`config.mk`:
```
export PLATFORM = sky130hd
export DESIGN_NAME = instr_pump
export DESIGN_NICKNAME = d
export VERILOG_FILES = /design/src/rtl/instr_pump_pkg.sv /design/src/rtl/pump_ring.sv /design/src/rtl/pump_hatch.sv /design/src/rtl/pump_torpedo.sv /design/src/rtl/instr_pump.sv
export SDC_FILE = /design/constraint.sdc
export NUM_CORES = 1
export LEC_CHECK = 0
export ABC_AREA = 1
export ABC_CLOCK_PERIOD_IN_PS = 4800
export BUFFER_PORTS_ARGS = -buffer_cell sky130_fd_sc_hd__buf_2
export CORE_ASPECT_RATIO = 1.1
export CORE_MARGIN = 2
export CORE_UTILIZATION = 60
export CTS_CLUSTER_DIAMETER = 40
export DETAILED_ROUTE_END_ITERATION = 16
export PLACE_DENSITY = 0.79
export SLEW_MARGIN = 20
export SYNTH_ARGS = -nofsm -noshare
export SYNTH_HDL_FRONTEND = slang
export SYNTH_HIERARCHICAL = 1
export SYNTH_SLANG_ARGS = --single-unit
```
`constraint.sdc`:
```
create_clock -name clk_i -period 4.8 [get_ports clk_i]
set_input_delay 0.72 -clock clk_i [delete_from_list [all_inputs] [get_ports clk_i]]
set_output_delay 0.72 -clock clk_i [all_outputs]
set_load 0.02 [all_outputs]
```
`src/rtl/instr_pump_pkg.sv`:
```
package instr_pump_pkg;
  localparam int unsigned INSTR_W  = 26;
  localparam int unsigned KIND_HI  = 25;
  localparam int unsigned KIND_LO  = 24;
  localparam int unsigned OS_BIT   = 23;
  localparam logic [1:0]  KIND_TAIL = 2'b11;

  typedef logic [INSTR_W-1:0] instr_t;

  function automatic logic is_tail(instr_t w);
    return w[KIND_HI:KIND_LO] == KIND_TAIL;
  endfunction

  function automatic logic is_one_shot(instr_t w);
    return w[OS_BIT];
  endfunction
endpackage

```
`src/rtl/pump_ring.sv`:
```
module pump_ring #(
  parameter int unsigned DEPTH = 8,
  parameter int unsigned W     = 26
) (
  input  logic         clk_i,
  input  logic         rst_ni,
  input  logic         push_i,
  input  logic [W-1:0] push_data_i,
  input  logic         pop_i,
  output logic [W-1:0] head_o,
  output logic         empty_o,
  output logic         full_o
);
  localparam int unsigned AW = (DEPTH > 1) ? $clog2(DEPTH) : 1;
  localparam int unsigned CW = $clog2(DEPTH + 1);

  logic [W-1:0]  mem_q [DEPTH];
  logic [AW-1:0] rptr_q, wptr_q;
  logic [CW-1:0] cnt_q;

  function automatic logic [AW-1:0] bump(logic [AW-1:0] p);
    return (p == AW'(DEPTH - 1)) ? '0 : p + 1'b1;
  endfunction

  always_ff @(posedge clk_i or negedge rst_ni) begin
    if (!rst_ni) begin
      rptr_q <= '0;
      wptr_q <= '0;
      cnt_q  <= '0;
    end else begin
      if (push_i) wptr_q <= bump(wptr_q);
      if (pop_i)  rptr_q <= bump(rptr_q);
      case ({push_i, pop_i})
        2'b10:   cnt_q <= cnt_q + 1'b1;
        2'b01:   cnt_q <= cnt_q - 1'b1;
        default: cnt_q <= cnt_q;
      endcase
    end
  end

  always_ff @(posedge clk_i) begin
    if (push_i) mem_q[wptr_q] <= push_data_i;
  end

  assign head_o  = mem_q[rptr_q];
  assign empty_o = (cnt_q == '0);
  assign full_o  = (cnt_q == CW'(DEPTH));

  AST_NO_OVERFLOW: assert property (@(posedge clk_i) disable iff (!rst_ni)
    full_o && push_i |-> pop_i) else $error("ring overflow");
  AST_NO_UNDERFLOW: assert property (@(posedge clk_i) disable iff (!rst_ni)
    pop_i |-> !empty_o) else $error("ring underflow");
  AST_PUSH_POP_KEEPS_FILL: assert property (@(posedge clk_i) disable iff (!rst_ni)
    push_i && pop_i |=> $stable(cnt_q)) else $error("fill drift");
endmodule

```
`src/rtl/pump_hatch.sv`:
```
module pump_hatch (
  input  logic clk_i,
  input  logic rst_ni,
  input  logic seal_i,
  input  logic reopen_i,
  output logic open_o
);
  logic open_q;

  always_ff @(posedge clk_i or negedge rst_ni) begin
    if (!rst_ni)                 open_q <= 1'b1;
    else if (open_q && seal_i)   open_q <= 1'b0;
    else if (!open_q && reopen_i) open_q <= 1'b1;
  end

  assign open_o = open_q;

  AST_SEAL_CLOSES: assert property (@(posedge clk_i) disable iff (!rst_ni)
    open_o && seal_i |=> !open_o) else $error("seal ignored");
  AST_REOPEN_OPENS: assert property (@(posedge clk_i) disable iff (!rst_ni)
    !open_o && reopen_i |=> open_o) else $error("reopen ignored");
  AST_SEALED_HOLDS: assert property (@(posedge clk_i) disable iff (!rst_ni)
    !open_o && !reopen_i |=> !open_o) else $error("spurious open");
endmodule

```
`src/rtl/pump_torpedo.sv`:
```
module pump_torpedo (
  input  logic clk_i,
  input  logic rst_ni,
  input  logic accept_i,
  input  logic consume_i,
  output logic ready_o,
  output logic present_o
);
  logic full_q;

  always_ff @(posedge clk_i or negedge rst_ni) begin
    if (!rst_ni)                  full_q <= 1'b0;
    else if (full_q && consume_i) full_q <= 1'b0;
    else if (!full_q && accept_i) full_q <= 1'b1;
  end

  assign ready_o   = !full_q;
  assign present_o = full_q;

  AST_TORP_ARRIVES: assert property (@(posedge clk_i) disable iff (!rst_ni)
    accept_i |=> present_o) else $error("torpedo lost");
  AST_TORP_HELD: assert property (@(posedge clk_i) disable iff (!rst_ni)
    present_o && !consume_i |=> present_o) else $error("torpedo vanished");
  AST_TORP_CLEARED: assert property (@(posedge clk_i) disable iff (!rst_ni)
    present_o && consume_i |=> !present_o) else $error("torpedo stuck");
endmodule

```
`src/rtl/instr_pump.sv`:
```
module instr_pump
  import instr_pump_pkg::*;
#(
  parameter int unsigned DEPTH = 8
) (
  input  logic               clk_i,
  input  logic               rst_ni,
  input  logic               in_valid_i,
  output logic               in_ready_o,
  input  logic               in_token_i,
  input  logic [INSTR_W-1:0] in_word_i,
  output logic               od_valid_o,
  input  logic               od_ready_i,
  output logic [INSTR_W-1:0] od_word_o,
  input  logic               z_flag_i,
  output logic               torpedo_present_o,
  input  logic               torpedo_consume_i
);
  logic   empty, full, hatch_open, torp_ready;
  logic   fire, requeue, reopen_evt;
  logic   in_tail, ext_ok, ext_push, tail_acc, torp_acc, push;
  instr_t head, push_data;

  assign od_valid_o = !empty;
  assign od_word_o  = head;
  assign fire       = od_valid_o && od_ready_i;
  // zero flag is the pre-execution value supplied with the take
  assign requeue    = fire && !is_one_shot(head) && !z_flag_i;
  assign reopen_evt = fire && !is_one_shot(head) &&  z_flag_i;

  assign in_tail  = is_tail(in_word_i);
  // requeue owns the tail slot in its cycle
  assign ext_ok   = hatch_open && !full && !requeue;

  always_comb begin
    if (in_token_i)   in_ready_o = torp_ready;
    else if (in_tail) in_ready_o = hatch_open;
    else              in_ready_o = ext_ok;
  end

  assign torp_acc  = in_valid_i && in_token_i && torp_ready;
  assign tail_acc  = in_valid_i && !in_token_i && in_tail && hatch_open;
  assign ext_push  = in_valid_i && !in_token_i && !in_tail && ext_ok;
  assign push      = requeue || ext_push;
  assign push_data = requeue ? head : in_word_i;

  pump_ring #(.DEPTH(DEPTH), .W(INSTR_W)) u_ring (
    .clk_i       (clk_i),
    .rst_ni      (rst_ni),
    .push_i      (push),
    .push_data_i (push_data),
    .pop_i       (fire),
    .head_o      (head),
    .empty_o     (empty),
    .full_o      (full)
  );

  pump_hatch u_hatch (
    .clk_i    (clk_i),
    .rst_ni   (rst_ni),
    .seal_i   (tail_acc),
    .reopen_i (reopen_evt),
    .open_o   (hatch_open)
  );

  pump_torpedo u_torp (
    .clk_i     (clk_i),
    .rst_ni    (rst_ni),
    .accept_i  (torp_acc),
    .consume_i (torpedo_consume_i),
    .ready_o   (torp_ready),
    .present_o (torpedo_present_o)
  );

  AST_SEALED_NO_ENTRY: assert property (@(posedge clk_i) disable iff (!rst_ni)
    !hatch_open && in_valid_i && !in_token_i |-> !in_ready_o) else $error("sealed entry");
  AST_TAIL_NOT_QUEUED: assert property (@(posedge clk_i) disable iff (!rst_ni)
    tail_acc && !fire |=> $stable(empty)) else $error("tail queued");
  AST_TORP_NOT_QUEUED: assert property (@(posedge clk_i) disable iff (!rst_ni)
    torp_acc |-> !ext_push) else $error("torpedo queued");
  AST_REQUEUE_BLOCKS_EXT: assert property (@(posedge clk_i) disable iff (!rst_ni)
    requeue && !in_token_i && !in_tail |-> !in_ready_o) else $error("ext during requeue");
endmodule

```
==> metrics.yaml <==
status: "complete, no violations"
synthFlopType: "edfxtp_1"
rr_worst_depth: 11
synthTopCellsByArea: "edfxtp_1 (66%), o21ai_0 (5.5%), nand2_1 (5.4%)"
num_rows: 48
dp_hpwl_mm: 11.32
num_io_pins: 62
portBuffers: 61
switching_share_pct: 38.53
postCtsSetupBuffers: 0
die_w_um: 123.6
synth.most_common_cell: "edfxtp_1"
cts-root-buf: "clkbuf_16"
p_per_area_mw_per_mm2: 662.7
grt_max_degree: 91
clockPowerShare_pct: 26.1
p_leak_nw: 3.937
sequentialPowerShare_pct: 37.1
drtAntennaViolNets: 0
antenna_found_initial: 0
die_height_um: 135.5
routed_via_density: 5.849
power.switching_mw: 2.727
wl_per_cell_um: 19.01
grt_usage_pct: 24.71
seq_area_frac_synth_pct: 69.38
ctsHoldBuffers: 0
cp_data_arrival_time_ps: 4340
ys_ff_latch: 220
cts_buffers: 24
ir_drop_mv: 0.4518
antenna_cells: 0
p_comb_share_pct: 36.8
clk_pin_slew_worst_paths_ps: 60
setup_ws_ps: 657.7
post-route-drc-count: 0
synth_commonest_cells: "edfxtp_1 (208), nand2_1 (136), o21ai_0 (103), nor2_1 (71), o22ai_1 (52)"
drive_gt1_share_pct: 24.16
grt_pass1_vias: 6170
clock_sinks: 220
startpoint_type: "register"
synth_edf_count: 208
nNetsFinal: 883
r2r_slack_ps: 660
rsz0062_at_grt: "false"
grt_overflow: 0
maxCapViolations: 0
slew_viol_final: 0
cts_tree: "built"
cp.required_ps: 5000
ctsHtreeMaxLevel: 1
place_ws_ps: 779.2
gp_congestion: 0.8182
synth.distinct_cells: 31
r2r-start: "u_ring/rptr_q[1]"
wirelength_mm: 20.17
worstSetupPathType: "register to register"
cts.path.max_buffers: 3
core-area_mm2: 0.01555
synthCells: 782
path_max_fanout: 30
hold_class: "input port to async pin"
synth_top_cell_area_share_pct: 66.18
yosys.area.top_type: "edfxtp_1"
finClkSkew_ps: 8.842
setup_tns_ps: 0
syn-cell-area_mm2: 0.009438
finalSetupViolations: 0
num_vias: 6206
syn_nets: 822
cp-end-kind: "register"
start_util_pct: 60.67
clkLatencyLatePin_ps: 510
drt-pass1-iter-count: 5
die_area_mm2: 0.01675
worst_pin_slew_ps: 1066
max_clock_freq_ghz: 0.2414
ys.warnings.count: 6
relSlewSlack_pct: 28.95
synthToLayoutAreaGrowth_pct: 13.14
power.internal_mw: 4.349
postCtsResizedCells: 0
asyncSetResetFlopFracSynth_pct: 5.455
timing.final.crit_period_ps: 4142
avgSynthCellArea_um2: 12.07
r2r_end: "u_ring/mem_q[5][11]"
drt_iter0_drc: 666
grt_pass1_wl_mm: 31.53
hold_violations: 0
fin_crit_sh_pct: 86.30
cell families (layout without fill, tap and decap cells):
group	after synthesis	count (layout)	share of synthesized area, %
flops	220	220	69.38
buf+inv	90	169	5.024
simple gates	272	272	12.63
xor+xnor	2	2	0.1856
compound gates	191	191	11.85
fa+ha+maj	7	7	0.9280
registers in the layout, summed over array words and instances, names as in the netlist:
| signal | count |
|---|---|
| u_ring/mem_q | 208 |
| u_ring/cnt_q | 4 |
| u_ring/rptr_q | 3 |
| u_ring/wptr_q | 3 |
| u_hatch/open_o | 1 |
| u_torp/present_o | 1 |
cell type report:
type,count,area (um^2)
flip-flops and latches,220,6549
clock buffers,34,669.4
inverters,48,181.4
repair buffers,77,454.2
well taps,200,250.2
fillers,1045,4877
multi-input cells,472,2436
clock inverters,10,137.6
critical path: stages (launching register included):
cell and delay [ps]:
dfrtp_1 1050, o21ai_0 280, o22ai_1 250, nand2_1 80, nand2_1 130, inv_1 100, nand3_4 100, nand2_1 70
o21ai_0 610, nand2_1 340, nor2_2 550, buf_12 260
per-layer routing:
| layer | part of all wire [%] | vias up | GRT usage, % |
|---|---|---|---|
| li1 | - | 2878 | - |
| met1 | 40 | 3036 | 32.47 |
| met4 | 2.9 | 0 | 9.596 |
| met3 | 5.9 | 53 | 3.241 |
| met5 | 0 | - | 0 |
| met2 | 51 | 239 | 41.94 |
power groups by stage:
| stage | registers (mW) | logic [mW] | clock network, mW |
|---|---|---|---|
| final | 2.63 | 2.60 | 1.84 |
| after CTS | 2.62 | 2.60 | 1.86 |
| after detailed placement | 2.66 | 2.57 | 0 |
| after global routing | 2.65 | 2.86 | 1.94 |
| after floorplan | 2.58 | 1.97 | 0 |
| after global placement | 2.65 | 2.44 | 0 |
cells in the final DEF (no fill, tap or decap), types with 3 or more instances in the layout:
cell       instances
o21ai_1            8
ha_1               7
nand2_1          136
o21ai_0          103
nand3_1            5
clkinv_2           3
bufinv_16          3
buf_2             61
inv_1             42
nor2_1            63
clkbuf_16         25
o21ai_2           25
inv_2              5
o22ai_1           52
nor2_2            57
clkbuf_1           8
nand2_2            3
edfxtp_1         208
buf_4             13
dfrtp_1           10
worst max-delay path by stage:
stage	slack [ps]	startpoint	depth (start not counted)	end
global placement	1030	u_ring/rptr_q[1]	11	u_ring/mem_q[5][4]
global route	450	u_ring/rptr_q[1]	11	u_ring/mem_q[5][11]
floorplan	960	u_ring/rptr_q[0]	13	u_ring/mem_q[1][0]
detailed placement	780	u_ring/rptr_q[1]	11	u_ring/mem_q[5][5]
CTS	770	u_ring/rptr_q[1]	11	u_ring/mem_q[5][6]
finish	660	u_ring/rptr_q[1]	11	u_ring/mem_q[5][11]
through the flow:
step / hold WS [ps] / instances / power (mW) / cell area, um^2 / utilization, %
after global placement: 473.1 / 1017 / 5.090 / 9867 / 63.43
final: 99.42 / 1061 / 7.076 / 10680 / 68.65
after detailed placement: 487.8 / 1017 / 5.232 / 9867 / 63.43
after global routing: 102.8 / 1061 / 7.452 / 10680 / 68.65
after CTS: 92.85 / 1061 / 7.088 / 10670 / 68.62
after floorplan: 424.4 / 782 / 4.552 / 9438 / -
Note: power is estimated with default switching activity, not from simulation.
